### src/rtl/xlrc_pkg.sv
`timescale 1ns/1ps
// Shared types for the lane reset controller.
package xlrc_pkg;
    typedef enum logic [2:0] {
        SQ_IDLE,
        SQ_SET,
        SQ_CFG,
        SQ_CLR,
        SQ_DONE
    } seq_state_t;
endpackage

### src/rtl/xlrc_sync2.sv
`timescale 1ns/1ps
// Two-flop synchronizer for W independent asynchronous levels.
// Assumes each bit is a slow level or a strobe at least one clock wide.
module xlrc_sync2 #(
    parameter int W = 1
) (
    input  logic         clk,
    input  logic         ok,
    input  logic [W-1:0] d,
    output logic [W-1:0] q
);
    logic [W-1:0] meta;

    // Two-stage capture, cleared while the controller is in reset.
    always_ff @(posedge clk) begin
        if (!ok) begin
            meta <= '0;
            q    <= '0;
        end else begin
            meta <= d;
            q    <= meta;
        end
    end
endmodule

### src/rtl/xlrc_hold_pulse.sv
`timescale 1ns/1ps
// Reset pulse generator: active for exactly HOLD_CYC cycles after a start,
// and also for HOLD_CYC cycles after the controller leaves reset.
// Starts while active are ignored.
module xlrc_hold_pulse #(
    parameter int HOLD_CYC = 32
) (
    input  logic clk,
    input  logic ok,
    input  logic start,
    output logic active
);
    localparam int CW = (HOLD_CYC > 1) ? $clog2(HOLD_CYC) : 1;
    localparam logic [CW-1:0] LAST = CW'(HOLD_CYC - 1);

    logic [CW-1:0] cnt;

    // Count down the hold window, or arm it on a start request.
    always_ff @(posedge clk) begin
        if (!ok) begin
            active <= 1'b1;
            cnt    <= LAST;
        end else if (active) begin
            if (cnt == '0) active <= 1'b0;
            else           cnt    <= cnt - 1'b1;
        end else if (start) begin
            active <= 1'b1;
            cnt    <= LAST;
        end
    end
endmodule

### src/rtl/xlrc_err_window.sv
`timescale 1ns/1ps
// Sliding-window error counter over the last WIN_LEN samples.
// trip is high while the count is at least ERR_THRESH. clr empties the window.
module xlrc_err_window #(
    parameter int WIN_LEN    = 256,
    parameter int ERR_THRESH = 16
) (
    input  logic clk,
    input  logic ok,
    input  logic clr,
    input  logic err,
    output logic trip
);
    localparam int CNT_W = $clog2(WIN_LEN + 1);
    localparam logic [CNT_W-1:0] THR = CNT_W'(ERR_THRESH);

    logic [WIN_LEN-1:0] hist;
    logic [CNT_W-1:0]   cnt;

    // Shift in the newest sample and keep the count of ones in step.
    always_ff @(posedge clk) begin
        if (!ok || clr) begin
            hist <= '0;
            cnt  <= '0;
        end else begin
            hist <= {hist[WIN_LEN-2:0], err};
            cnt  <= cnt + {{(CNT_W-1){1'b0}}, err}
                        - {{(CNT_W-1){1'b0}}, hist[WIN_LEN-1]};
        end
    end

    assign trip = (cnt >= THR);
endmodule

### src/rtl/xlrc_rate_seq.sv
`timescale 1ns/1ps
// Rate-change sequencer: three register writes over a valid/ready port
// (soft reset on, new serializer setting, soft reset off), then done.
// Requests while busy are dropped and flagged.
module xlrc_rate_seq
    import xlrc_pkg::*;
#(
    parameter int ADDR_W = 8,
    parameter int DATA_W = 16,
    parameter logic [ADDR_W-1:0] SOFT_RST_ADDR = 8'h10,
    parameter logic [ADDR_W-1:0] SER_CFG_ADDR  = 8'h14
) (
    input  logic              clk,
    input  logic              ok,
    input  logic              req,
    input  logic [DATA_W-1:0] cfg,
    input  logic              wr_ready,
    output logic              wr_valid,
    output logic [ADDR_W-1:0] wr_addr,
    output logic [DATA_W-1:0] wr_data,
    output logic              busy,
    output logic              done,
    output logic              req_err
);
    localparam logic [DATA_W-1:0] ONE = DATA_W'(1);

    seq_state_t        state;
    logic [DATA_W-1:0] cfg_q;

    // Step through the writes, advancing only on an accepted write.
    always_ff @(posedge clk) begin
        if (!ok) begin
            state   <= SQ_IDLE;
            cfg_q   <= '0;
            req_err <= 1'b0;
        end else begin
            req_err <= req && (state != SQ_IDLE);
            case (state)
                SQ_IDLE: if (req) begin
                    cfg_q <= cfg;
                    state <= SQ_SET;
                end
                SQ_SET:  if (wr_ready) state <= SQ_CFG;
                SQ_CFG:  if (wr_ready) state <= SQ_CLR;
                SQ_CLR:  if (wr_ready) state <= SQ_DONE;
                default: state <= SQ_IDLE;
            endcase
        end
    end

    // Decode write port and status from the state.
    always_comb begin
        wr_valid = 1'b0;
        wr_addr  = SOFT_RST_ADDR;
        wr_data  = '0;
        case (state)
            SQ_SET: begin wr_valid = 1'b1; wr_data = ONE;   end
            SQ_CFG: begin wr_valid = 1'b1; wr_addr = SER_CFG_ADDR; wr_data = cfg_q; end
            SQ_CLR: begin wr_valid = 1'b1; end
            default: ;
        endcase
    end

    assign busy = (state != SQ_IDLE);
    assign done = (state == SQ_DONE);
endmodule

### src/rtl/xcvr_lane_rst_ctrl.sv
`timescale 1ns/1ps
// Lane reset controller top. Everything runs on a fabric clock that does not
// come from the lane's receiver. rst_n clears the reset synchronizer
// asynchronously so all reset outputs fall at once; every other register
// uses the synchronized reset.
module xcvr_lane_rst_ctrl #(
    parameter int HOLD_CYC    = 32,
    parameter int WIN_LEN     = 256,
    parameter int ERR_THRESH  = 16,
    parameter int LOCK_STABLE = 8,
    parameter int ADDR_W      = 8,
    parameter int DATA_W      = 16,
    parameter logic [ADDR_W-1:0] SOFT_RST_ADDR = 8'h10,
    parameter logic [ADDR_W-1:0] SER_CFG_ADDR  = 8'h14
) (
    input  logic              clk,
    input  logic              rst_n,
    input  logic              pll_lock,
    input  logic              err_strobe,
    input  logic              rate_req,
    input  logic [DATA_W-1:0] rate_cfg,
    input  logic              wr_ready,
    output logic              pma_rst_n,
    output logic              pcs_rst_n,
    output logic              pcs_tx_rst_n,
    output logic              wr_valid,
    output logic [ADDR_W-1:0] wr_addr,
    output logic [DATA_W-1:0] wr_data,
    output logic              rate_busy,
    output logic              rate_done,
    output logic              rate_req_err
);
    localparam int LCW = (LOCK_STABLE > 1) ? $clog2(LOCK_STABLE) : 1;
    localparam logic [LCW-1:0] LOCK_LAST = LCW'(LOCK_STABLE - 1);

    logic rs1, sys_ok;
    logic lock_s, err_s;
    logic lock_f, lock_rise;
    logic [LCW-1:0] lock_cnt;
    logic trip, pma_act, rx_act, tx_act;

    // Reset synchronizer: asynchronous clear, release after two edges.
    always_ff @(posedge clk or negedge rst_n) begin
        if (!rst_n) begin
            rs1    <= 1'b0;
            sys_ok <= 1'b0;
        end else begin
            rs1    <= 1'b1;
            sys_ok <= rs1;
        end
    end

    xlrc_sync2 #(.W(2)) u_sync (
        .clk (clk),
        .ok  (sys_ok),
        .d   ({pll_lock, err_strobe}),
        .q   ({lock_s, err_s})
    );

    // Lock debounce: follow the input after LOCK_STABLE disagreeing samples.
    always_ff @(posedge clk) begin
        if (!sys_ok) begin
            lock_f    <= 1'b0;
            lock_cnt  <= '0;
            lock_rise <= 1'b0;
        end else if (lock_s == lock_f) begin
            lock_cnt  <= '0;
            lock_rise <= 1'b0;
        end else if (lock_cnt == LOCK_LAST) begin
            lock_f    <= lock_s;
            lock_cnt  <= '0;
            lock_rise <= lock_s;
        end else begin
            lock_cnt  <= lock_cnt + 1'b1;
            lock_rise <= 1'b0;
        end
    end

    xlrc_err_window #(.WIN_LEN(WIN_LEN), .ERR_THRESH(ERR_THRESH)) u_win (
        .clk  (clk),
        .ok   (sys_ok),
        .clr  (rx_act),
        .err  (err_s),
        .trip (trip)
    );

    xlrc_hold_pulse #(.HOLD_CYC(HOLD_CYC)) u_pma_hold (
        .clk (clk), .ok (sys_ok), .start (1'b0), .active (pma_act)
    );
    xlrc_hold_pulse #(.HOLD_CYC(HOLD_CYC)) u_rx_hold (
        .clk (clk), .ok (sys_ok), .start (trip), .active (rx_act)
    );
    xlrc_hold_pulse #(.HOLD_CYC(HOLD_CYC)) u_tx_hold (
        .clk (clk), .ok (sys_ok), .start (lock_rise), .active (tx_act)
    );

    xlrc_rate_seq #(
        .ADDR_W(ADDR_W), .DATA_W(DATA_W),
        .SOFT_RST_ADDR(SOFT_RST_ADDR), .SER_CFG_ADDR(SER_CFG_ADDR)
    ) u_seq (
        .clk      (clk),
        .ok       (sys_ok),
        .req      (rate_req),
        .cfg      (rate_cfg),
        .wr_ready (wr_ready),
        .wr_valid (wr_valid),
        .wr_addr  (wr_addr),
        .wr_data  (wr_data),
        .busy     (rate_busy),
        .done     (rate_done),
        .req_err  (rate_req_err)
    );

    assign pma_rst_n    = sys_ok & ~pma_act;
    assign pcs_rst_n    = sys_ok & ~rx_act;
    assign pcs_tx_rst_n = sys_ok & ~tx_act;
endmodule

### config.mk
export PLATFORM = sky130hd
export DESIGN_NAME = xcvr_lane_rst_ctrl
export DESIGN_NICKNAME = d
export VERILOG_FILES = /design/src/rtl/xlrc_pkg.sv /design/src/rtl/xlrc_sync2.sv /design/src/rtl/xlrc_hold_pulse.sv /design/src/rtl/xlrc_err_window.sv /design/src/rtl/xlrc_rate_seq.sv /design/src/rtl/xcvr_lane_rst_ctrl.sv
export SDC_FILE = /design/constraint.sdc
export NUM_CORES = 1
export LEC_CHECK = 0
export ABC_AREA = 1
export BUFFER_PORTS_ARGS = -buffer_cell sky130_fd_sc_hd__buf_4
export CELL_PAD_IN_SITES_DETAIL_PLACEMENT = 1
export CELL_PAD_IN_SITES_GLOBAL_PLACEMENT = 1
export CORE_UTILIZATION = 48
export CTS_BUF_LIST = sky130_fd_sc_hd__clkbuf_4 sky130_fd_sc_hd__clkbuf_8
export CTS_CLUSTER_SIZE = 16
export DETAILED_ROUTE_END_ITERATION = 8
export PLACE_DENSITY_LB_ADDON = 0.25
export SLEW_MARGIN = 20
export SYNTH_ARGS = -nofsm -noshare
export SYNTH_HDL_FRONTEND = slang
export SYNTH_SLANG_ARGS = --single-unit
### constraint.sdc
create_clock -name clk -period 2.3 [get_ports clk]
set_clock_uncertainty 0.15 [all_clocks]
set_input_delay 0.345 -clock clk [delete_from_list [all_inputs] [get_ports clk]]
set_output_delay 0.345 -clock clk [all_outputs]
set_load 0.03 [all_outputs]
# After elaboration in Yosys (flattened, before gate mapping)
# Index checks and enable logic that the tools add are counted.
# Widths: inputs -> output; s select.
# word_totals
register_bits,314
input_bits,22
word_cells,88
# op_classes
n_addsub,6
n_lt_le_gt_ge,1
eq_ne,12
muxes,22
bitwise_logic,10
reduce_logical,19
# op_table
operator,count
$pmux 16 s2,1
$mux 5,6
$logic_not 5->1,3
$mux 3,5
$sub 5x1->5 const B,3
$ne 2x2->1 const B,6
$pmux 3 s4,1
$reduce_and 2->1,5
$add 9x1->9,1
$ge 9x5->1 const B,1
$mux 1,9
$reduce_or 3->1,3
$sub 9x1->9,1
$not 1->1,7
$eq 3x2->1 const B,2
$eq 3x3->1 const B,2
$reduce_and 4->1,1
$reduce_bool 2->1,2
$add 3x1->3 const B,1
$and 1x1->1,3
$eq 3x1->1 const B,1
$logic_not 3->1,1
$reduce_bool 3->1,1
$eq 1x1->1,1
other kinds (3),3

# Longest topological paths before layout
# depth
ltp_word,3
ltp_mapped,14
depth_no_buf,14

# Hierarchy
# Synthesis repeated with hierarchy kept, for this count alone.
# unflattened
hier_cells,1228
hier_area_um2,10390.0
# by_module_without_submodules
mod,n_inst,cells_per_inst,area_per_inst_um2
xlrc_err_window,1,907,8075.2
xlrc_rate_seq,1,133,977.2
xlrc_hold_pulse,3,49,322.8
xcvr_lane_rst_ctrl,1,29,259.0
xlrc_sync2,1,12,110.1

# Least setup slack after synthesis
# No wires, ideal clock.
# synth_path
kind,register to register
startpoint,register u_win.cnt[0]
endpoint,register u_win.cnt[6]
setup_time_ns,0.113
t_arrival_ns,1.740
slack_ns,0.297
path_stages_with_launch,15
path_buffers,0
period_less_slack_ns,2.003
cell_sequence,dfxtp_1 > inv_1 > ha_1 > inv_1 > ha_1 > inv_1 > fa_1 > inv_1 > nand2_1 > nand2_1 > nand2_1 > o21bai_1 > nand2_1 > nand2_1 > nor2_1
# synth_between
elab_chain_len,2
# synth_rtl
element,line_no,source
start: declaration,xlrc_err_window.sv:18,logic [CNT_W-1:0] cnt;
start signal: assignment,xlrc_err_window.sv:27,"cnt <= cnt + {{(CNT_W-1){1'b0}}, err}"
$add 9x1->9,xlrc_err_window.sv:27,
$sub 9x1->9,xlrc_err_window.sv:28,"- {{(CNT_W-1){1'b0}}, hist[WIN_LEN-1]};"
# Every way passes these cells.
# A chain may end at the register's enable or synchronous reset.

# Worst setup path in the final report
# Same ends and word-level chain as after synthesis.

==> key figures <==
Run status
  – Outcome: completed

Worst setup path
  – Crit path buf inv count: 4
  – RR Startpoint: u_win.cnt[0]$_SDFF_PN0_
  – Worst R2R Setup Slack: approximately 0.14 ns
  – Kind of critical path: reg2reg
  – Critical Path End Type: register
  – Max incr delay on CP: 0.33 ns
  – Crit start category: register
  – Required time of the critical path: 2.59 ns
  – Worst-case reg-to-reg path depth: 14
  – CP max stage cell: dfxtp_2
  – Critical Path AT: 2.45 ns
  – CP Cell Sequence: inv_1 > ha_1 > inv_1 > ha_2 > inv_1 > fa_2 > inv_2 > nand2_1 > nand2_1 > nand2_2 > o21bai_4 > nand2_1 > nand2_1 > nor2_1
  – Max Fanout on Critical Path: 3
  – Top Family by Delay on Critical Path: adder cells
  – Most frequent CP cell: nand2_1
  – FF-to-FF End: u_win.cnt[6]$_SDFF_PN0_

Global routing
  – Vias in the first global route: 6956
  – Initial antenna violation count: 0
  – Overflow after GRT: 0
  – Pin count of the biggest net entering global routing: 74
  – GRT Util Overall: 16.8%
  – First-pass GRT wire length: 30300 um

Timing
  – Final setup vio count: 0
  – Setup TNS Final: 0 ns
  – Period Utilization, post-route: 94.0%
  – Final Hold Fails: 0
  – FMAX: 462 MHz
  – Minimum clock period: 2.16 ns
  – Slew Limit Fails: 0
  – Slew @ Worst Pin: 0.503 ns
  – RSZ-0062 raised after global routing: no
  – Worst slew margin: 66.3%
  – Hold Slack: 0.183 ns

Drt
  – Wire length per cell: roughly 11 um
  – Vias per cell: 4.31
  – Initial DRC Count: roughly 230
  – Router iterations before antenna repair: 4
  – Routed via count: 6843
  – DRC Markers: 0
  – Final WL: 17600 um
  – Post-route ant nets: 0

Die
  – Width of the die: 148 um
  – Number of cell rows: 52
  – I/O pin count: 53
  – Die Area: about 22000 um2
  – Initial Util: 49.7%
  – Core area: 20500 um2
  – Die Y: 148 um

Clocking
  – Num CTS Buffers: 48
  – CTS max path bufs: 3
  – H-Tree Depth: 2
  – Clock Latency Late Sink: 0.55 ns
  – Clock tree from TritonCTS: built
  – CTS Root Cell: clkbuf_8
  – Clock sinks: ~310
  – Clk slew on worst S/H paths: 0.06 ns

Power
  – Switching fraction of total power: 23.6%
  – Combinational power share: 7.5%
  – VDD IR max: between 0.6 and 0.7 mV
  – Switch Pwr: between 2000 and 3000 uW
  – Internal Power: 8670 uW
  – Clk pwr share: 42.9%
  – Part of the power in registers: roughly 50%
  – Pwr dens: between 900 and 1000 nW/um2
  – Static leakage: 0.00455 uW

Final layout
  – Most frequent cells in the layout: inv_1 (328), dfxtp_1 (311), nor2_1 (300)
  – ANT cells: 0
  – Synth-to-Final Area Change: 16.8%
  – Most common cell after layout, fill and taps aside: inv_1
  – Layout cells sized above 1: 11.9%
  – Final net count: around 1300

Synthesis
  – Avg Synthesized Cell Area: approximately 8.5 um2
  – Synth Warn #: 0
  – Post-Syn Area: between 10000 and 15000 um2
  – Synth cell types: 28
  – #FFs+latches synth: 314
  – Gate count of the mapped netlist: 1192
  – Seq/Total Area, Yosys: 61.9%

Placement
  – Placer Congestion: 0.720
  – DPL Wire Length: 10100 um
  – PortBufs: 45

Hold path
  – Hold WC Path Type: in2reg
  – Hold path depth: 5
  – WHS Endpoint: u_seq.state[2]$_SDFFE_PN0P_
  – HP Start: wr_ready

Flow run
  – Max cap viols: 0
## how the worst max path moves through the flow
| stage | start | endpoint | slack, ns | cells past startpoint |
|---|---|---|---|---|
| global route | u_win.cnt[0]$_SDFF_PN0_ | u_win.cnt[6]$_SDFF_PN0_ | 0.01 | 14 |
| global placement | u_win.cnt[0]$_SDFF_PN0_ | u_win.cnt[6]$_SDFF_PN0_ | 0.20 | 14 |
| finish | u_win.cnt[0]$_SDFF_PN0_ | u_win.cnt[6]$_SDFF_PN0_ | 0.14 | 14 |
| detailed placement | u_win.cnt[0]$_SDFF_PN0_ | u_win.cnt[6]$_SDFF_PN0_ | 0.09 | 14 |
| CTS | u_win.cnt[0]$_SDFF_PN0_ | u_win.cnt[6]$_SDFF_PN0_ | 0.05 | 14 |
| floorplan | u_win.cnt[0]$_SDFF_PN0_ | u_win.cnt[6]$_SDFF_PN0_ | 0.30 | 14 |
## cells in the mapped netlist
cell type / count / area, um2
a211oi_1: 1 / 7.51
a21oi_1: 30 / 150
and2_1: 1 / 6.26
buf_2: 11 / 55.1
buf_4: 7 / 52.6
buf_6: 23 / 259
clkbuf_1: 3 / 11.3
conb_1: 2 / 7.51
dfrtp_1: 2 / 50.1
dfxtp_1: 312 / 6250
fa_1: 1 / 20.0
ha_1: 19 / 238
inv_1: 329 / 1230
inv_2: 2 / 7.51
nand2_1: 68 / 255
nand2_2: 2 / 12.5
nand3_1: 35 / 175
nand4_1: 2 / 12.5
nor2_1: 300 / 1130
nor2_2: 1 / 6.26
nor2_8: 1 / 20.0
nor3_1: 2 / 10.0
o211ai_1: 3 / 22.5
o21ai_0: 28 / 140
o21bai_1: 2 / 15.0
o22ai_1: 1 / 6.26
or2_2: 2 / 12.5
xor2_1: 2 / 17.5
## power by group through the flow
stage                     registers, uW  clock network [uW]  logic [uW]
after floorplan                    5730                   0         563
after global placement             5730                   0         778
after detailed placement           5740                   0         792
after CTS                          5620                5030         839
after global routing               5640                5300         935
final                              5630                4870         857
## logic make-up after synthesis
kind of cell / Yosys count / share of synthesized area [%]
AO/OA/AOI/OAI: 65 / 3.36
XOR/XNOR: 2 / 0.172
adder cells (fa/ha/maj): 20 / 2.53
buffers and inverters: 375 / 15.9
flip-flops: 314 / 61.9
other: 2 / 0.0738
AND/OR/NAND/NOR: 414 / 16.1
## state kept, by name, summed over array words and instances (netlist names)
name,flops
lock_cnt,3
lock_f,1
lock_rise,1
rs1,1
sys_ok,1
u_pma_hold.active,1
u_pma_hold.cnt,5
u_rx_hold.active,1
u_rx_hold.cnt,5
u_seq.cfg_q,16
u_seq.req_err,1
u_seq.state,3
u_sync.meta,2
u_sync.q,2
u_tx_hold.active,1
u_tx_hold.cnt,5
u_win.cnt,9
u_win.hist,256
## cell type report
cell class,instances,area [um2]
repair buffers,72,631
fillers,2422,8610
clock inverters,8,70.1
flip-flops and latches,314,6300
well taps,270,338
clock buffers,82,991
inverters,331,1250
multi-input cells,509,2310
## worst min-delay path: stages
cell and delay [ns]:
buf_4 0.11, inv_1 0.05, nand3_1 0.06, o21ai_0 0.18, nor3_1 0.08
## routing by layer
metal / GRT usage (%) / routed length, um / vias up
met1: 19.2 / 7930 / 3176
met3: 4.26 / 643 / 37
met5: 0 / 0 / -
li1: - / - / 3538
met4: 6.80 / 423 / 0
met2: 29.7 / 8560 / 92
## metrics by stage
stage               setup WS, ns  instance area (um2)  power (uW)  std cells  util, %
floorplan                  0.297                10200        6290       1198        -
global placement           0.198                10600        6510       1474     51.6
detailed placement        0.0895                10600        6530       1474     51.6
CTS                       0.0475                11900       11500       1585     57.9
global route              0.0126                11900       11900       1586     58.0
finish                     0.137                11900       11400       1586     58.0
## what timing repair did
item	CTS	global route
gates resized for setup	2	9
pin swaps	0	3
hold buffers	21	0
buffers inserted	0	1
setup endpoints to repair	16	2
hold endpoints to repair	21	0
(Power assumes the default switching activity.)
